==> src/rtl/alu8_pkg.sv <==
// Shared opcode type and status bit positions for the 8-bit ALU.
// Assumes a 4-bit opcode field and an 8-bit status byte.
package alu8_pkg;
    typedef enum logic [3:0] {
        OP_ADD = 4'd0,  OP_ADC = 4'd1,  OP_SUB = 4'd2,  OP_SBC = 4'd3,
        OP_AND = 4'd4,  OP_OR  = 4'd5,  OP_EOR = 4'd6,  OP_COM = 4'd7,
        OP_NEG = 4'd8,  OP_INC = 4'd9,  OP_DEC = 4'd10, OP_LSR = 4'd11,
        OP_ROR = 4'd12, OP_ASR = 4'd13, OP_BST = 4'd14, OP_BLD = 4'd15
    } alu_op_e;

    localparam int FL_C = 0;
    localparam int FL_Z = 1;
    localparam int FL_N = 2;
    localparam int FL_V = 3;
    localparam int FL_S = 4;
    localparam int FL_H = 5;
    localparam int FL_T = 6;
    localparam int FL_I = 7;
endpackage

==> src/rtl/alu8_addsub.sv <==
// Adder/subtractor with carry-in. Produces result, carry or borrow out of the
// top bit, carry or borrow out of bit 3, and two's-complement overflow.
// Assumes DATA_W >= 5 so that a low nibble exists below the top bit.
module alu8_addsub #(
    parameter int DATA_W = 8
) (
    input  logic              sub,
    input  logic              cin,
    input  logic [DATA_W-1:0] a,
    input  logic [DATA_W-1:0] b,
    output logic [DATA_W-1:0] r,
    output logic              c_out,
    output logic              h_out,
    output logic              v_out
);
    localparam int MSB = DATA_W - 1;

    logic [DATA_W:0] wide;
    logic [4:0]      nib;

    // Full-width and low-nibble sum or difference including carry/borrow in.
    always_comb begin
        if (sub) begin
            wide = {1'b0, a} - {1'b0, b} - (DATA_W+1)'(cin);
            nib  = {1'b0, a[3:0]} - {1'b0, b[3:0]} - 5'(cin);
        end else begin
            wide = {1'b0, a} + {1'b0, b} + (DATA_W+1)'(cin);
            nib  = {1'b0, a[3:0]} + {1'b0, b[3:0]} + 5'(cin);
        end
    end

    assign r     = wide[MSB:0];
    assign c_out = wide[DATA_W];
    assign h_out = nib[4];

    // Overflow from operand and result sign bits, separately for add and subtract.
    always_comb begin
        if (sub)
            v_out = (a[MSB] & ~b[MSB] & ~r[MSB]) | (~a[MSB] & b[MSB] & r[MSB]);
        else
            v_out = (a[MSB] & b[MSB] & ~r[MSB]) | (~a[MSB] & ~b[MSB] & r[MSB]);
    end
endmodule

==> src/rtl/alu8_logic.sv <==
// Bitwise and right-shift unit: AND, OR, EOR, COM, LSR, ROR, ASR.
// Produces the result and the bit shifted out (bit 0) as carry candidate.
// Assumes the caller ignores c_out for the non-shift operations.
module alu8_logic
    import alu8_pkg::*;
#(
    parameter int DATA_W = 8
) (
    input  alu_op_e           op,
    input  logic              cin,
    input  logic [DATA_W-1:0] a,
    input  logic [DATA_W-1:0] b,
    output logic [DATA_W-1:0] r,
    output logic              c_out
);
    localparam int MSB = DATA_W - 1;

    // Select the bitwise or shift result for the current opcode.
    always_comb begin
        c_out = a[0];
        case (op)
            OP_AND:  r = a & b;
            OP_OR:   r = a | b;
            OP_EOR:  r = a ^ b;
            OP_COM:  r = ~a;
            OP_LSR:  r = {1'b0, a[MSB:1]};
            OP_ROR:  r = {cin, a[MSB:1]};
            OP_ASR:  r = {a[MSB], a[MSB:1]};
            default: r = a;
        endcase
    end
endmodule

==> src/rtl/alu8_bitxfer.sv <==
// Transfer-bit unit: extracts a selected operand bit (store) and inserts the
// transfer bit at a selected position (load). Assumes sel < DATA_W.
module alu8_bitxfer #(
    parameter int DATA_W = 8,
    localparam int SEL_W = $clog2(DATA_W)
) (
    input  logic [DATA_W-1:0] a,
    input  logic [SEL_W-1:0]  sel,
    input  logic              t_in,
    output logic              t_out,
    output logic [DATA_W-1:0] r
);
    // Pick the stored bit and build the loaded word.
    always_comb begin
        t_out  = a[sel];
        r      = a;
        r[sel] = t_in;
    end
endmodule

==> src/rtl/alu8_core.sv <==
// Single-cycle ALU with registered status flags. The result is combinational.
// The flags C,Z,N,V,S,H,T are written at the edge where op_valid is high.
// Status bit 7 mirrors int_en_i. Assumes the decoder holds the inputs
// stable across the edge.
module alu8_core
    import alu8_pkg::*;
#(
    parameter int DATA_W = 8,
    localparam int SEL_W = $clog2(DATA_W)
) (
    input  logic              clk,
    input  logic              rst_n,
    input  logic              op_valid,
    input  logic [3:0]        op_code,
    input  logic [DATA_W-1:0] opa,
    input  logic [DATA_W-1:0] opb,
    input  logic [SEL_W-1:0]  bit_sel,
    input  logic              int_en_i,
    output logic [DATA_W-1:0] result_o,
    output logic [7:0]        status_o
);
    localparam int MSB = DATA_W - 1;

    alu_op_e op;
    logic [6:0] flags_q, flags_d;
    logic c_q, t_q;

    logic              as_sub, as_cin;
    logic [DATA_W-1:0] as_a, as_b, as_r;
    logic              as_c, as_h, as_v;
    logic [DATA_W-1:0] lg_r, bx_r;
    logic              lg_c, bx_t;
    logic              res_n, res_z;

    assign op  = alu_op_e'(op_code);
    assign c_q = flags_q[FL_C];
    assign t_q = flags_q[FL_T];

    // Steer operands of the add/subtract unit per arithmetic opcode.
    always_comb begin
        as_a = opa; as_b = opb; as_sub = 1'b0; as_cin = 1'b0;
        case (op)
            OP_ADC: as_cin = c_q;
            OP_SUB: as_sub = 1'b1;
            OP_SBC: begin as_sub = 1'b1; as_cin = c_q; end
            OP_NEG: begin as_a = '0; as_b = opa; as_sub = 1'b1; end
            OP_INC: as_b = DATA_W'(1);
            OP_DEC: begin as_b = DATA_W'(1); as_sub = 1'b1; end
            default: ;
        endcase
    end

    alu8_addsub #(.DATA_W(DATA_W)) u_addsub (
        .sub(as_sub), .cin(as_cin), .a(as_a), .b(as_b),
        .r(as_r), .c_out(as_c), .h_out(as_h), .v_out(as_v)
    );

    alu8_logic #(.DATA_W(DATA_W)) u_logic (
        .op(op), .cin(c_q), .a(opa), .b(opb), .r(lg_r), .c_out(lg_c)
    );

    alu8_bitxfer #(.DATA_W(DATA_W)) u_bitxfer (
        .a(opa), .sel(bit_sel), .t_in(t_q), .t_out(bx_t), .r(bx_r)
    );

    // Choose the result source by opcode group.
    always_comb begin
        case (op)
            OP_ADD, OP_ADC, OP_SUB, OP_SBC,
            OP_NEG, OP_INC, OP_DEC:          result_o = as_r;
            OP_BST:                          result_o = opa;
            OP_BLD:                          result_o = bx_r;
            default:                         result_o = lg_r;
        endcase
    end

    assign res_n = result_o[MSB];
    assign res_z = (result_o == '0);

    // Form the next flag set from the opcode's update rules.
    always_comb begin
        flags_d = flags_q;
        case (op)
            OP_ADD, OP_ADC, OP_SUB, OP_SBC, OP_NEG: begin
                flags_d[FL_C] = as_c;
                flags_d[FL_H] = as_h;
                flags_d[FL_V] = as_v;
                flags_d[FL_S] = res_n ^ as_v;
            end
            OP_INC, OP_DEC: begin
                flags_d[FL_V] = as_v;
                flags_d[FL_S] = res_n ^ as_v;
            end
            OP_AND, OP_OR, OP_EOR: begin
                flags_d[FL_V] = 1'b0;
                flags_d[FL_S] = res_n;
            end
            OP_COM: begin
                flags_d[FL_C] = 1'b1;
                flags_d[FL_V] = 1'b0;
                flags_d[FL_S] = res_n;
            end
            OP_LSR, OP_ROR, OP_ASR: begin
                flags_d[FL_C] = lg_c;
                flags_d[FL_V] = res_n ^ lg_c;
                flags_d[FL_S] = lg_c;
            end
            OP_BST: flags_d[FL_T] = bx_t;
            default: ;
        endcase
        if (op != OP_BST && op != OP_BLD) begin
            flags_d[FL_N] = res_n;
            flags_d[FL_Z] = res_z;
        end
    end

    // Status register: clear on reset, load on a valid operation.
    always_ff @(posedge clk) begin
        if (!rst_n)        flags_q <= '0;
        else if (op_valid) flags_q <= flags_d;
    end

    assign status_o = {int_en_i, flags_q};

    // ---------------- assertions ----------------
    p_zero_flag_r4: assert property (@(posedge clk) disable iff (!rst_n)
        (op_valid && op != OP_BST && op != OP_BLD)
        |=> status_o[FL_Z] == ($past(result_o) == '0));

    p_neg_flag_r3: assert property (@(posedge clk) disable iff (!rst_n)
        (op_valid && op != OP_BST && op != OP_BLD)
        |=> status_o[FL_N] == $past(result_o[MSB]));

    p_sign_rule_r5: assert property (@(posedge clk) disable iff (!rst_n)
        (op_valid && op != OP_BST && op != OP_BLD)
        |=> status_o[FL_S] == (status_o[FL_N] ^ status_o[FL_V]));

    p_logic_keep_r8: assert property (@(posedge clk) disable iff (!rst_n)
        (op_valid && (op == OP_AND || op == OP_OR || op == OP_EOR))
        |=> !status_o[FL_V] && $stable(status_o[FL_C]) && $stable(status_o[FL_H]));

    p_incdec_carry_r9: assert property (@(posedge clk) disable iff (!rst_n)
        (op_valid && (op == OP_INC || op == OP_DEC))
        |=> $stable(status_o[FL_C]) && $stable(status_o[FL_H]));

    p_bst_copy_r11: assert property (@(posedge clk) disable iff (!rst_n)
        (op_valid && op == OP_BST) |=> status_o[FL_T] == $past(opa[bit_sel]));

    p_idle_hold_r12: assert property (@(posedge clk) disable iff (!rst_n)
        !op_valid |=> $stable(status_o[6:0]));

    // interrupt bit is a direct copy of its input.
    always_comb begin
        if (rst_n) p_ibit_pass_r2: assert (status_o[FL_I] == int_en_i);
    end
endmodule

==> config.mk <==
export PLATFORM = sky130hd
export DESIGN_NAME = alu8_core
export DESIGN_NICKNAME = d
export VERILOG_FILES = /design/src/rtl/alu8_pkg.sv /design/src/rtl/alu8_addsub.sv /design/src/rtl/alu8_logic.sv /design/src/rtl/alu8_bitxfer.sv /design/src/rtl/alu8_core.sv
export SDC_FILE = /design/constraint.sdc
export NUM_CORES = 1
export LEC_CHECK = 0
export CAP_MARGIN = 20
export CORE_MARGIN = 2
export CORE_UTILIZATION = 50
export DETAILED_ROUTE_END_ITERATION = 8
export MAX_ROUTING_LAYER = met4
export PLACE_DENSITY = 0.83
export REMOVE_ABC_BUFFERS = 1
export SLEW_MARGIN = 20
export SYNTH_ARGS = -nofsm -noshare
export SYNTH_HDL_FRONTEND = slang
export SYNTH_SLANG_ARGS = --single-unit
==> constraint.sdc <==
create_clock -name clk -period 4.8 [get_ports clk]
set_clock_uncertainty 0.2 [all_clocks]
set_input_delay 0.96 -clock clk [delete_from_list [all_inputs] [get_ports clk]]
set_output_delay 0.96 -clock clk [all_outputs]
set_load 0.05 [all_outputs]
[Word level (Yosys, flattened, before mapping)]
Index checks and enable logic that the tools add are counted.
Storage, ports and cells
  flip-flop bits (word level): 7
  bits in latches: 0
  RAM bits: 0
  bits in read-only memories: 0
  input port bits: 27
  output and inout bits: 16
  memories kept: 0
Cells by class
  add/subtract/negate cells: 8
  $mul: 0
  div/mod/pow operators: 0
  magnitude comparators: 2
  eq/ne operators: 17
  shift operators: 0
  mux-type cells: 16
  bitwise gates (word level): 19
  reduce and logical (&&, ||, !) cells: 18
Operators with widths (count)
  8-bit one-hot mux with 7 select lines: 1
  4-bit equality test (second input constant): 8
  8-bit one-hot mux with 3 select lines: 1
  4-bit by 3-bit equality test with 1-bit output (second input constant): 4
  8-bit one-hot mux with 2 select lines: 1
  2-bit AND reduction: 5
  8-bit by 8-bit adder with 9-bit output: 1
  9-bit by 1-bit adder with 9-bit output: 1
  9-bit 2-to-1 mux: 1
  8-bit by 8-bit subtractor with 9-bit output: 1
  9-bit by 1-bit subtractor with 9-bit output: 1
  1-bit AND: 8
  8-bit AND: 1
  8-bit bitwise mux: 1
  4-bit by 2-bit equality test with 1-bit output (second input constant): 2
  8-bit zero test: 1
  8-bit 2-to-1 mux: 1
  4-bit inequality test (second input constant): 2
  8-bit NOT: 1
  8-bit bitwise OR: 1
  4-bit OR reduction: 2
  8-bit bitwise XOR: 1
  7-bit OR reduction: 1
  2-bit one-hot mux with 3 select lines: 1
  21 further kinds: 32

[Longest topological paths before layout]
  word-level depth: 12
  gate-level depth with buffers: 17

[Modules after synthesis]
From an unflattened synthesis, not the netlist that was laid out.
Unflattened totals
  cells, all modules: 391
  area, all modules: 2966.6 um^2
Modules (own cells, without submodules)
  alu8_addsub: times used 1, cells an instance 123, area an instance 987.2 um^2, sequential area each 0.0 um^2
  alu8_core: times used 1, cells an instance 131, area an instance 947.2 um^2, sequential area each 140.1 um^2
  alu8_logic: times used 1, cells an instance 107, area an instance 730.7 um^2, sequential area each 0.0 um^2
  alu8_bitxfer: times used 1, cells an instance 30, area an instance 301.5 um^2, sequential area each 0.0 um^2

[Worst setup path before layout]
No wires, ideal clock.
  path kind: input to output
  start point: input port op_code[3]
  end point: output port result_o[4]
  arrival: 4.561 ns
  setup slack: -0.921 ns
  stages on the path: 13
  path buffers: 3
  path through: buf_6 > clkbuf_1 > clkbuf_1 > nor2b_1 > nand2_1 > o22ai_1 > inv_1 > fa_1 > o21ai_0 > nor2b_1 > xnor2_1 > a21oi_1 > o21ai_0
Between the ends
  word-level cells in the longest chain between the ends: 7
Ends and longest elaborated chain
  start: declaration: line alu8_core.sv:14  | input logic [3:0] op_code,
  4-bit equality test: line alu8_core.sv:42, alu8_core.sv:68
  2-bit OR reduction (no source line)
  8-bit one-hot mux with 2 select lines: line alu8_core.sv:42  | case (op)
  8-bit by 8-bit adder with 9-bit output / 8-bit by 8-bit subtractor with 9-bit output (equally long branches): line alu8_addsub.sv:27, alu8_addsub.sv:24
  9-bit by 1-bit adder with 9-bit output / 9-bit by 1-bit subtractor with 9-bit output (equally long branches): line alu8_addsub.sv:27, alu8_addsub.sv:24
  9-bit 2-to-1 mux: line alu8_addsub.sv:23  | if (sub) begin
  8-bit one-hot mux with 3 select lines *: line alu8_core.sv:68  | case (op)
  end: declaration: line alu8_core.sv:19  | output logic [DATA_W-1:0] result_o,
Every way passes the cells marked *; elsewhere a longest branch is shown, timed or not.

[Worst setup path in the final report]
  start point: input port opb[4]
  end point: output port result_o[7]
Between the ends
  word-level cells in the longest chain between the ends: 5
Ends and longest elaborated chain
  start: declaration: line alu8_core.sv:16  | input logic [DATA_W-1:0] opb,
  8-bit one-hot mux with 2 select lines *: line alu8_core.sv:42
  8-bit by 8-bit adder with 9-bit output / 8-bit by 8-bit subtractor with 9-bit output (equally long branches): line alu8_addsub.sv:27, alu8_addsub.sv:24
  9-bit by 1-bit adder with 9-bit output / 9-bit by 1-bit subtractor with 9-bit output (equally long branches): line alu8_addsub.sv:27, alu8_addsub.sv:24
  9-bit 2-to-1 mux *: line alu8_addsub.sv:23
  8-bit one-hot mux with 3 select lines *: line alu8_core.sv:68
Marks and branches as above.

==> results.toml <==
[power]
power_uw = 821
power_density_mw_per_mm2 = 197
static-leakage-power_uw = 0.00193
ir_drop_mv = 0.165

[synth]
ys_seq_elements = 7
synth_xor_area_frac = 0.0391
synthAdderAreaFrac = 0.202
ys_seq_area_frac = 0.0521
synth_flop_cell = "dfxtp_1"
syn-cell-area_sq_mm = 0.00269
synth_area_per_cell_sq_um = 7.19
synth_compound_area_frac = 0.323
synthSimpleGateAreaFrac = 0.218
synth_top_family_by_area = "compound AO/OA/AOI/OAI gates"
synthMuxAreaShare = 0.0609
synthArstFlopShare = 0
synth_enable_flop_cells = 0
yosysWarnings = 0
synth_top_area_frac = 0.172
yosysTopAreaCell = "ha_1"
syn_inst = 374
synth_cell_types = 72
netlist_top_cells_area = "ha_1 (17%), inv_1 (5.4%), dfxtp_1 (5.2%)"

[cells_and_area]
top_register = "flags_q"
fin_util = 0.811
nets = 559
drive_gt1_frac = 0.333
largest_reg_flops = 7
final_cells = 560
diodes = 0
largest_registers = "flags_q x7"
syn_to_final_growth_pct = 55.0
fillers = 350

[routing]
vias_per_cell = 6.31
antenna_left = 0
num_vias = 3535
drt_first_pass_iters = 6
first_iter_violations = 504
drc_errors = 0
wl_per_cell_microns = 20.0
drt-total-wl_microns = 11200

[run]
cap_violations = 0

[status]
status = "complete, but fails checks"
violations = "negative setup slack"

[placement]
hpwl_microns = 8240
dp_cells = 545
portBuffers = 40
dp_slack_ps = -523
gp_congestion = 0.974

[clock_tree]
clock_path_buffers = 2
cts.reportedPaths.clkPinSlew_ps = 40
cts_num_sinks = 7
cts.htree.levels = 1
cts_buffers = 3
cts-hold-fix-buffers = 0
insertion_delay_ps = 230
cts_tree = "built"
cts-root-buf = "clkbuf_8"

[timing]
rsz0062_at_grt = "yes"
fin_hold_ws_ps = 277
slew_violations = 0
slew_headroom = 0.516
max_freq_ghz = 0.205
min_period_ps = 4870
worst_pin_slew_ps = 724
finalHoldViolations = 0
fin_crit_sh = 1.02
setup_ws_ps = -74.7
setup_viol = 1

[die]
num_io_pins = 43
start_util = 0.523
die-area_sq_mm = 0.00598
coreArea_sq_mm = 0.00514
die_height_microns = 77.4
rows = 26
die-width_microns = 77.4

[critical_path]
crit_slowest_cell = "or4_4"
crit_chain = "clkdlybuf4s50_1 -> inv_2 -> o22ai_4 -> ha_2 -> inv_1 -> ha_4 -> a21oi_2 -> nand2_1 -> a41o_1 -> or4_4 -> a32oi_4 -> buf_12"
cp_data_required_time_ps = 3640
cp_num_buf_inv = 4
arrival_ps = 3710
path_max_fanout = 3
start_kind = "input pin"
path_class = "in2out"
critical_path.top_delay_family = "compound AO/OA/AOI/OAI gates"
cp-end-kind = "primary output"
slowest_delay_ps = 550

[global_route]
grt_overflow = 0
grt_use_total = 0.360
grt_max_degree = 26
grt_first_pass_wirelength_microns = 16600
grt_pass1_vias = 3372
antenna_found_initial = 0

[hold_path]
hold_path_class = "reg2reg"
==> per-layer routing <==
metal | global-route usage | part of all wire
met2 | 0.617 | 0.47
met3 | 0.0523 | 0.11
met1 | 0.430 | 0.36
met4 | 0.132 | 0.059
met5 | - | 0
==> synth_stat cells (4+ instances only) <==
library cell  number
buf_2              4
a22oi_1            4
nand2_1           32
a21o_1             6
ha_1              37
nand2b_1           6
nor3_1             6
a211oi_1          10
a21oi_1           19
nor2_1            29
nand3_1           11
o21ai_0           21
xor2_1             5
buf_4              6
xnor2_1            7
dfxtp_1            7
nor2b_1            6
o22ai_1           15
inv_1             39
fa_1               4
a31oi_1            4
o211ai_1           4
clkbuf_1           8
mux2i_1           13
==> worst paths after layout <==
| path | startpoint | to | slack (ps) | cells past startpoint |
|---|---|---|---|---|
| max reg2reg | flags_q[0] | flags_q[1] | 1150 | 11 |
| min reg2reg | flags_q[2] | flags_q[2] | 280 | 2 |
| min | flags_q[2] | flags_q[2] | 280 | 2 |
| max | opb[4] | result_o[7] | -70 | 12 |
==> cell families after synthesis <==
| kind of cell | count (synthesis) |
|---|---|
| buffers and inverters | 62 |
| muxes | 15 |
| AOI/OAI and AO/OA | 123 |
| xor gates and xnor gates | 12 |
| DFF | 7 |
| adders and majority gates | 41 |
| and+or+nand+nor | 114 |
==> stage by stage <==
step	TNS (ps)	instance area, sq um
floorplan	-849	2560
global placement	-2330	3740
detailed placement	-2850	3740
CTS	-59.3	3930
global route	-211	4170
finish	-74.7	4170
==> area by class of cell <==
| type | instances | area, sq um | share of cell area |
|---|---|---|---|
| tap | 70 | 87.6 | 0.0210 |
| sequential | 7 | 140 | 0.0336 |
| inverter | 40 | 150 | 0.0360 |
| multi-input combinational | 305 | 2540 | 0.608 |
| timing repair buffer | 134 | 1210 | 0.290 |
| clock buffer | 4 | 45.0 | 0.0108 |
==> timing repair <==
item | in CTS | in global routing
setup endpoints to repair | 8 | 7
endpoints found under the hold margin | 0 | 0
resized for setup | 37 | 62
buffers inserted | 4 | 7
pin swaps | 11 | 23
gates cloned | 0 | 0
==> cell usage in the layout (no fill, tap or decap), drive strengths merged, types with 3 or more instances in the layout <==
cell type      count
a31oi              4
nand3             11
o22ai             15
nor3               6
inv               39
a221oi             3
dlymetal6s2s       3
fa                 4
nand2             33
dfxtp              7
or4                3
nand3b             3
xor2               5
ha                37
clkdlybuf4s50     24
a21oi             20
xnor2              7
mux2i             13
clkbuf             4
a211oi            10
o21ai             23
nand2b             6
a21boi             4
o211ai             4
buf              106
nor2b              6
a22oi              5
a21o               6
and2               3
nor2              29
==> worst register-to-register path, delay by kind of cell, from the launching register on <==
family | cells | cell delay, ps
AND/OR/NAND/NOR | 4 | 1350
AO/OA/AOI/OAI | 4 | 890
adder cells (fa/ha/maj) | 1 | 380
flip-flops | 1 | 400
buffers and inverters | 2 | 330
==> where the power goes <==
| group | total, uW | switching, uW | internal [uW] | leakage (uW) |
|---|---|---|---|---|
| sequential | 65.9 | 3.28 | 62.6 | 0.0000573 |
| combinational | 672 | 358 | 314 | 0.00185 |
| clock | 83.5 | 26.0 | 57.5 | 0.0000228 |
Power figures use the tool's default switching activity.
